===== src/rtl/spm_ctrl.sv =====
module spm_ctrl #(
  parameter int WIN_CYC = 4,
  parameter int RD_WIN  = 3
) (
  input  logic       clk,
  input  logic       rst_n,
  input  logic       csr_we,
  input  logic [7:0] csr_wdata,
  output logic [7:0] csr_rdata,
  input  logic       gie,
  input  logic       spm_stb,
  input  logic       lpm_stb,
  input  logic       z_lsb,
  input  logic       tgt_rww,
  input  logic [7:0] r0_data,
  output logic       lock_wr,
  output logic [7:0] lock_wdata,
  input  logic [7:0] lock_byte,
  input  logic [7:0] fuse_byte,
  output logic       lpm_hit,
  output logic [7:0] lpm_data,
  output logic       fl_start,
  output logic [1:0] fl_cmd,
  input  logic       fl_done,
  output logic       buf_clr,
  output logic       sect_busy,
  output logic       irq
);
  localparam int CW = $clog2(WIN_CYC + 1);
  localparam int RW = $clog2(RD_WIN + 1);

  logic ie, busy_q, reen, lset, pw, pe, en, op, ld_op;
  logic [CW-1:0] cnt;
  logic [RW-1:0] rcnt;

  wire armed   = en & ~op & (cnt != '0);
  wire go      = spm_stb & armed & ~csr_we;
  wire do_lock = go & lset;
  wire do_reen = go & ~lset & reen;
  wire do_er   = go & ~lset & ~reen & pe;
  wire do_wr   = go & ~lset & ~reen & ~pe & pw;
  wire do_ld   = go & ~lset & ~reen & ~pe & ~pw;
  wire wr_ok   = csr_we & ~op;
  wire abort   = csr_we & op & ld_op & csr_wdata[4];

  assign fl_start   = do_er | do_wr | do_ld;
  assign fl_cmd     = do_er ? 2'd1 : do_wr ? 2'd2 : do_ld ? 2'd3 : 2'd0;
  assign buf_clr    = do_reen | abort;
  assign lock_wr    = do_lock;
  assign lock_wdata = r0_data;
  assign lpm_hit    = lpm_stb & (rcnt != '0);
  assign lpm_data   = z_lsb ? fuse_byte : lock_byte;
  assign sect_busy  = busy_q;
  assign irq        = ie & gie & ~en;
  assign csr_rdata  = {ie, busy_q, 1'b0, reen, lset, pw, pe, en};

  always_ff @(posedge clk or negedge rst_n) begin
    if (!rst_n) begin
      ie <= 1'b0; busy_q <= 1'b0; reen <= 1'b0; lset <= 1'b0;
      pw <= 1'b0; pe <= 1'b0; en <= 1'b0; op <= 1'b0; ld_op <= 1'b0;
      cnt <= '0; rcnt <= '0;
    end else begin
      if (rcnt != '0) rcnt <= rcnt - 1'b1;
      if (csr_we) ie <= csr_wdata[7];
      if (wr_ok) begin
        en   <= csr_wdata[0];
        pe   <= csr_wdata[0] & csr_wdata[1];
        pw   <= csr_wdata[0] & csr_wdata[2];
        lset <= csr_wdata[0] & csr_wdata[3];
        reen <= csr_wdata[0] & csr_wdata[4];
        cnt  <= csr_wdata[0] ? CW'(WIN_CYC) : '0;
        if (csr_wdata[0] & csr_wdata[3]) rcnt <= RW'(RD_WIN);
      end else if (op) begin
        if (abort | fl_done) begin
          op <= 1'b0; ld_op <= 1'b0; en <= 1'b0;
          {reen, lset, pw, pe} <= '0;
        end
      end else if (go) begin
        cnt <= '0;
        if (fl_start) begin
          op    <= 1'b1;
          ld_op <= do_ld;
        end else begin
          en <= 1'b0;
          {reen, lset, pw, pe} <= '0;
        end
      end else if (cnt != '0) begin
        cnt <= cnt - 1'b1;
        if (cnt == CW'(1)) begin
          en <= 1'b0;
          {reen, lset, pw, pe} <= '0;
        end
      end
      if (do_reen | do_ld) busy_q <= 1'b0;
      else if ((do_er | do_wr) & tgt_rww) busy_q <= 1'b1;
    end
  end
endmodule



===== config.mk =====
export PLATFORM = sky130hd
export DESIGN_NAME = spm_ctrl
export DESIGN_NICKNAME = d
export VERILOG_FILES = /design/src/rtl/spm_ctrl.sv
export SDC_FILE = /design/constraint.sdc
export NUM_CORES = 1
export LEC_CHECK = 0
export ABC_AREA = 0
export CAP_MARGIN = 20
export CELL_PAD_IN_SITES_DETAIL_PLACEMENT = 0
export CELL_PAD_IN_SITES_GLOBAL_PLACEMENT = 1
export CORE_UTILIZATION = 25
export DETAILED_ROUTE_END_ITERATION = 12
export HOLD_SLACK_MARGIN = 0.06
export PLACE_DENSITY_LB_ADDON = 0.08
export SETUP_SLACK_MARGIN = 0.4
export SYNTH_ARGS = -nofsm -noshare
export SYNTH_HDL_FRONTEND = slang
export SYNTH_SLANG_ARGS = --single-unit
export TNS_END_PERCENT = 30

===== constraint.sdc =====
create_clock -name clk -period 2.6 [get_ports clk]
set_input_delay 0.52 -clock clk [delete_from_list [all_inputs] [get_ports clk]]
set_output_delay 0.52 -clock clk [all_outputs]
set_load 0.1 [all_outputs]

After elaboration in Yosys (flattened, before gate mapping):

Cells that the tools add are included.

* equal/unequal tests: 5
* muxes and demuxes: 32
* reduce and logical (&&, ||, !) cells: 11
* bitwise operators: 37
* $add $sub $neg: 2

Operators with widths (count)
* $and 1x1->1: 24
* $mux 1: 20
* $mux 3: 5
* $mux 2: 6
* $mux 8: 1
* $not 1->1: 8
* $reduce_and 4->1: 2
* $reduce_bool 2->1: 4
* $reduce_bool 4->1: 2
* $reduce_bool 3->1: 2
* $or 1x1->1: 5
* $ne 2x1->1 const B: 2
* $ne 4x3->1 const B: 1
* $eq 3x1->1 const B: 1
* $ne 3x1->1 const B: 1
* $sub 3x1->3 const B: 1
* $reduce_and 2->1: 1
* $sub 2x1->2 const B: 1

* flip-flop bits (word level): 14
* logic and storage cells: 98
* output and inout port bits: 32

Longest topological paths before layout:

Gate-level depths: netlist (run 1).

* word-level depth: 15
* depth in mapped cells: 6
* mapped depth without buffers: 6

Least setup slack after synthesis (run 1):

No wires, ideal clock.

* path type: register to output
* start point: register cnt[0]
* end point: output lock_wr
* slack: -1.910 ns
* buffers on the path: 0
* cell stages (with the launch flop): 5
* data arrival time: 3.990 ns
* path through: dfrtp_1 > inv_1 > ha_1 > nor2b_1 > nor4b_1

* word-level cells in the longest chain between the ends: 5

RTL lines
* from (decl): RTL line 33 `logic [CW-1:0] cnt;`
* from (signal assigned): RTL line 71 `cnt <= csr_wdata[0] ? CW'(WIN_CYC) : '0;`
* from (signal assigned): RTL line 88 `cnt <= cnt - 1'b1;`
* $reduce_bool 3->1: RTL line 36 `wire armed = en & ~op & (cnt != '0);`
* $and 1x1->1: RTL line 36
* $and 1x1->1 (2 in series): RTL line 37 `wire go = spm_stb & armed & ~csr_we;`
* $and 1x1->1: RTL line 38 `wire do_lock = go & lset;`
* to (decl): RTL line 16 `output logic lock_wr,`

Every way passes these cells.

Final worst setup path (run 1):

* start point: input csr_we
* end point: output fl_cmd[0]

* word-level cells in the longest chain between the ends: 9
* elaborated cells on any way between the ends: 11
* classes of those cells: 3 x mux; 8 x bitwise

RTL lines
* from (decl): RTL line 7 `input logic csr_we,`
* $not 1->1 (*): RTL line 37
* $and 1x1->1 (*): RTL line 37
* $and 1x1->1 (*) (2 in series): RTL line 40, 41, 42
* $and 1x1->1: RTL line 41, 42
* $and 1x1->1: RTL line 42 `wire do_ld = go & ~lset & ~reen & ~pe & ~pw;`
* $mux 2 (2 in series): RTL line 47 `assign fl_cmd = do_er ? 2'd1 : do_wr ? 2'd2 : do_ld ? 2'd3 : 2'd0;`
* $mux 2 (*): RTL line 47
* to (decl): RTL line 23 `output logic [1:0] fl_cmd,`

Mark *: on every way between the ends. The rest lies on a longest branch, timed or not.

==> flow_summary.json, run 1 <==
{
  "worst_setup_path_start_kind": "input port",
  "setup_tns_ps": 0,
  "synth_top_area_share_pct": 35.8,
  "crit_type": "input port to primary output",
  "final_common_cell": "clkdlybuf4s50_1",
  "yosys_register_bits": 14,
  "vias": 903,
  "first_pass_iters": 4,
  "clkSlewWorstSetupHoldPaths_ps": 60,
  "htreeDepth": 1,
  "clk_latency_ps": 240,
  "drc": 0,
  "layout-drive-gt1-share_pct": 38.5,
  "synth_warnings": 0,
  "antenna_found_initial": 0,
  "grt_pass1_vias": 918,
  "io_buffers": 53,
  "netlist_instances": 104,
  "core-area_sq_um": 3720,
  "status": "finished clean",
  "io_pins": 73,
  "rows": 22,
  "yosys-top-cells-area": "dfrtp_1, buf_4, mux2_2, ha_1, a22o_1",
  "area_growth_pct": 75.7,
  "ant_nets": 0,
  "diodes": 0,
  "vias_per_cell": 4.61,
  "drv_cap": 0,
  "clock_tree.root_cell": "clkbuf_8",
  "critPathRequiredTime_ps": 2080,
  "hold_class": "flip-flop to flip-flop",
  "post-route-period-util_pct": 83.5,
  "utilization_pct": 46.3,
  "peakVddDrop_mv": 0.332,
  "cellPowerDensity_nw_per_um2": 826,
  "place_congestion": 0.675,
  "p_int_mw": 0.699,
  "grt_pass1_wl_microns": 4550,
  "start_util_pct": 26.3,
  "p_leak_nw": 0.751,
  "p_sw_share_pct": 50.7,
  "clock-sinks": 14,
  "end_kind": "primary output",
  "clock_path_buffers": 2,
  "clock.fmax_mhz": 461,
  "first_iter_violations": 19,
  "routed_wl_microns": 2660,
  "r2r_slack_ps": 1040,
  "cp_max_fo": 6,
  "arrival_ps": 1650,
  "dieArea_sq_um": 4170,
  "slew_violations": 0,
  "fin_crit_ps": 2170,
  "ys_seq_area_share_pct": 35.8,
  "ys_types": 36,
  "final_hold_viol_count": 0,
  "grt_max_degree": 15,
  "grt_usage_pct": 14.1,
  "pwr-share-clk_pct": 14.9,
  "post_drt_wl_per_cell_microns": 13.6,
  "numCtsBuffers": 3,
  "power_frac_comb_pct": 61.4,
  "syn_nets": 148,
  "dieWidth_microns": 64.6,
  "setup_violations": 0,
  "grt_overflow": 0,
  "switchingPower_mw": 0.721,
  "worst_slew_pin_slew_ps": 677,
  "rsz0062_at_grt": "yes",
  "syn_area_sq_um": 978,
  "fin_skew_ps": 6.65,
  "yosys.area.top_type": "dfrtp_1",
  "p_seq_share_pct": 23.7,
  "dpl.hpwl_microns": 2130,
  "nNetsFinal": 193,
  "slew_headroom_pct": 54.7,
  "dieHeight_microns": 64.6,
  "postSynthAreaPerCell_sq_um": 9.41,
  "mostFrequentLayoutCells": "clkdlybuf4s50_1, buf_12, buf_4",
  "cts_tree": "done"
}
per-layer routing:
layer,GRT usage (%),wire length (microns)
met5,0,0
met4,5.83,35
met3,4.23,130
met2,21.8,1320
met1,18.2,1170
registers in the layout (all words and copies together) (netlist names):
name,cells
lset,1
reen,1
ld_op,1
pe,1
ie,1
cnt,3
op,1
rcnt,2
en,1
pw,1
sect_busy,1
power groups by stage:
stage	clock network (mW)	registers, mW	logic (mW)
global route	0.234	0.348	0.922
floorplan	0	0.375	0.629
detailed placement	0	0.339	0.809
CTS	0.219	0.339	0.845
finish	0.212	0.337	0.872
global placement	0	0.337	0.808
critical path: stages:
cell     delay (ps)
buf_2           130
buf_4           140
nor4_4          310
nand3_4         170
a21oi_2         180
buf_12          190
final cells by class:
class	count	area, sq um
Multi-Input combinational cell	64	524
Fill cell	359	2000
Inverter	6	22.5
Timing Repair Buffer	60	706
Clock buffer	4	55.1
Tap cell	48	60.1
Sequential cell	14	352
Yosys cell counts (all sizes together):
master	instances
a21o	1
a21oi	5
a221o	1
a22o	4
a32oi	1
and2	1
and3	1
buf	18
clkbuf	2
conb	1
dfrtp	14
ha	3
inv	6
mux2	9
nand2	8
nand2b	1
nand3	3
nand3b	1
nor2	5
nor2b	1
nor3	1
nor4	3
nor4b	1
o21a	1
o21ai	7
o21bai	1
o22ai	1
o41ai	1
or2	1
or3	1
kinds of logic after synthesis:
| kind of cell | after synthesis | share of synthesized area (%) |
|---|---|---|
| other cells | 1 | 0.383 |
| flops | 14 | 35.8 |
| compound gates | 23 | 15.5 |
| fa+ha+maj | 3 | 3.84 |
| simple gates | 28 | 17.1 |
| mux | 9 | 10.4 |
| buf+inv | 26 | 17.0 |
final timing paths:
path / start / end / cells past startpoint
min: rcnt[0]$_DFF_PN0_ / rcnt[0]$_DFF_PN0_ / 1
max reg2reg: cnt[0]$_DFFE_PN0P_ / pw$_DFFE_PN0P_ / 6
max: csr_we / fl_cmd[0] / 6
max in group asynchronous: rst_n / op$_DFFE_PN0N_ / 1
min reg2reg: rcnt[0]$_DFF_PN0_ / rcnt[0]$_DFF_PN0_ / 1
min in group asynchronous: rst_n / cnt[0]$_DFFE_PN0P_ / 1
what timing repair did:
action,in CTS,in global routing
hold endpoints to repair,0,0
gates resized for setup,14,2
pin swaps,4,2
setup endpoints to repair,13,5
setup buffers,1,3
hold buffers,0,0
per-stage QoR:
| stage | cells | area (sq um) | total power [mW] | worst slack [ps] | hold slack [ps] |
|---|---|---|---|---|---|
| CTS | 193 | 1690 | 1.40 | 406 | 492 |
| finish | 196 | 1720 | 1.42 | 429 | 493 |
| floorplan | 104 | 1000 | 1.00 | 124 | 224 |
| global placement | 188 | 1600 | 1.14 | 79.9 | 468 |
| global route | 196 | 1720 | 1.50 | 363 | 524 |
| detailed placement | 188 | 1600 | 1.15 | 55.2 | 485 |
Power figures use the tool's default switching activity.
==> run 2, diff against run 1 <==
--- a/config.mk
+++ b/config.mk
@@ -9,7 +9,7 @@
 export CAP_MARGIN = 20
 export CELL_PAD_IN_SITES_DETAIL_PLACEMENT = 0
 export CELL_PAD_IN_SITES_GLOBAL_PLACEMENT = 1
-export CORE_UTILIZATION = 25
+export CORE_UTILIZATION = 23
 export DETAILED_ROUTE_END_ITERATION = 12
 export HOLD_SLACK_MARGIN = 0.06
 export PLACE_DENSITY_LB_ADDON = 0.08
==> constraint.sdc (replaced) <==
create_clock -name clk -period 2.2 [get_ports clk]
set_input_delay 0.44 -clock clk [delete_from_list [all_inputs] [get_ports clk]]
set_output_delay 0.44 -clock clk [all_outputs]
set_load 0.1 [all_outputs]
==> run 2 against run 1 <==
Net effect:
- final cell count increased by 7.1%
- wire length increased by 16%
- register-to-register slack got worse by 410 ps
- die area increased by 8.4%
- power increased by 29%
- global-route usage decreased by 0.19 points
- sequential power increased by 18%
- setup slack got worse by 290 ps
- largest cell class unchanged
- critical path depth decreased by 2
==> flow_summary.json, run 2 (same netlist as run 1, synthesis figures left out) <==
{
  "largest_register_ffs": 3,
  "power.total_mw": 1.83,
  "clock_tree.root_cell": "clkbuf_8",
  "grt_overflow": 0,
  "grt_pass1_wl_microns": 4610,
  "rsz0062_at_grt": "yes",
  "cellPowerDensity_nw_per_um2": 984,
  "clkSlewWorstSetupHoldPaths_ps": 60,
  "first_iter_violations": 36,
  "clock.fmax_mhz": 486,
  "fillers": 388,
  "dieArea_sq_um": 4520,
  "stdcell_area_sq_um": 1860,
  "status": "finished clean",
  "p_int_mw": 0.923,
  "critPathBufInv": 2,
  "final_common_cell": "clkdlybuf4s50_1",
  "post_drt_wl_per_cell_microns": 14.7,
  "setup_tns_ps": 0,
  "max_stage_delay_ps": 410,
  "routed_wl_microns": 3080,
  "cts_tree": "done",
  "drc": 0,
  "placed_area_sq_um": 1670,
  "place_congestion": 0.769,
  "top_register": "cnt",
  "arrival_ps": 1620,
  "p_seq_share_pct": 21.7,
  "grt_usage_pct": 13.9,
  "switchingPower_mw": 0.904,
  "crit_type": "flip-flop to primary output",
  "holdWs_ps": 483,
  "utilization_pct": 46.1,
  "clock_path_buffers": 2,
  "clk_latency_ps": 250,
  "fin_crit_ps": 2060,
  "slew_headroom_pct": 53.1,
  "first_pass_iters": 4,
  "htreeDepth": 1,
  "nNetsFinal": 205,
  "p_leak_nw": 0.816,
  "io_pins": 73,
  "mostFrequentLayoutCells": "clkdlybuf4s50_1, buf_4, buf_12",
  "vias": 946,
  "vias_per_cell": 4.50,
  "clock-sinks": 14,
  "dpl.hpwl_microns": 2380,
  "peakVddDrop_mv": 0.414,
  "finalNonFillerCells": 210,
  "worst_slew_pin_slew_ps": 702,
  "path_delay_family": "simple AND/OR/NAND/NOR gates",
  "dpl.cell_count": 195,
  "worst_setup_path_start_kind": "flip-flop",
  "hold_class": "flip-flop to flip-flop",
  "largestRegisters": "cnt (3), rcnt (2)",
  "grt_pass1_vias": 952,
  "path_cells": "or2_4, buf_4, nor4b_4, buf_12",
  "dieHeight_microns": 67.2,
  "start_util_pct": 24.3,
  "power_frac_comb_pct": 64.1,
  "rows": 23,
  "fin_skew_ps": 7.61,
  "io_buffers": 53,
  "grt_max_degree": 15,
  "drv_cap": 0,
  "end_kind": "primary output",
  "pwr-share-clk_pct": 14.1,
  "area_growth_pct": 89.8,
  "core-area_sq_um": 4030,
  "post-route-period-util_pct": 93.6,
  "antenna_found_initial": 0,
  "numCtsBuffers": 3,
  "diodes": 0,
  "layout-drive-gt1-share_pct": 45.0,
  "setup_violations": 0,
  "fin_ws_ps": 141,
  "critPathRequiredTime_ps": 1760,
  "cp_max_fo": 3,
  "dieWidth_microns": 67.2,
  "crit_path_top_delay_cell": "dfrtp_2",
  "final_hold_viol_count": 0,
  "p_sw_share_pct": 49.5,
  "slew_violations": 0,
  "ant_nets": 0,
  "dp_slack_ps": -74.2
}
## run 2: cell type report
class | count | area (sq um) | share of cell area (%)
clock buffer | 4 | 55.1 | 2.96
inverter | 6 | 22.5 | 1.21
multi-input combinational | 64 | 548 | 29.5
sequential | 14 | 354 | 19.1
tap | 50 | 62.6 | 3.37
timing repair buffer | 72 | 815 | 43.9
## run 2: layer usage
layer  global-route usage, %  routed length, microns  up-vias
met2                    21.9                    1540       38
met1                    17.6                    1290      449
li1                        -                       -      457
met3                    5.91                     234        2
met5                       0                       0        -
met4                    3.19                      19        0
## run 2: path summary, 6_finish.rpt
path,start,end,slack [ps],cells past startpoint
max,op$_DFFE_PN0N_,lock_wr,140,4
min,rcnt[0]$_DFF_PN0_,rcnt[0]$_DFF_PN0_,480,1
max reg2reg,op$_DFFE_PN0N_,pw$_DFFE_PN0P_,630,6
min reg2reg,rcnt[0]$_DFF_PN0_,rcnt[0]$_DFF_PN0_,480,1
max in group asynchronous,rst_n,op$_DFFE_PN0N_,1090,1
min in group asynchronous,rst_n,cnt[2]$_DFFE_PN0P_,610,1
## run 2: repair_timing
action,in CTS,in global routing
hold buffers,0,0
setup endpoints to repair,16,13
setup buffers,8,3
gates cloned,0,0
resized for setup,13,2
pin swaps,5,6
## run 2: power by group through the flow
stage	sequential, mW	combinational, mW	clock (mW)
after floorplan	0.449	0.773	0
after global placement	0.405	1.01	0
after detailed placement	0.406	1.02	0
after CTS	0.398	1.14	0.267
after global routing	0.406	1.23	0.276
final	0.397	1.17	0.258
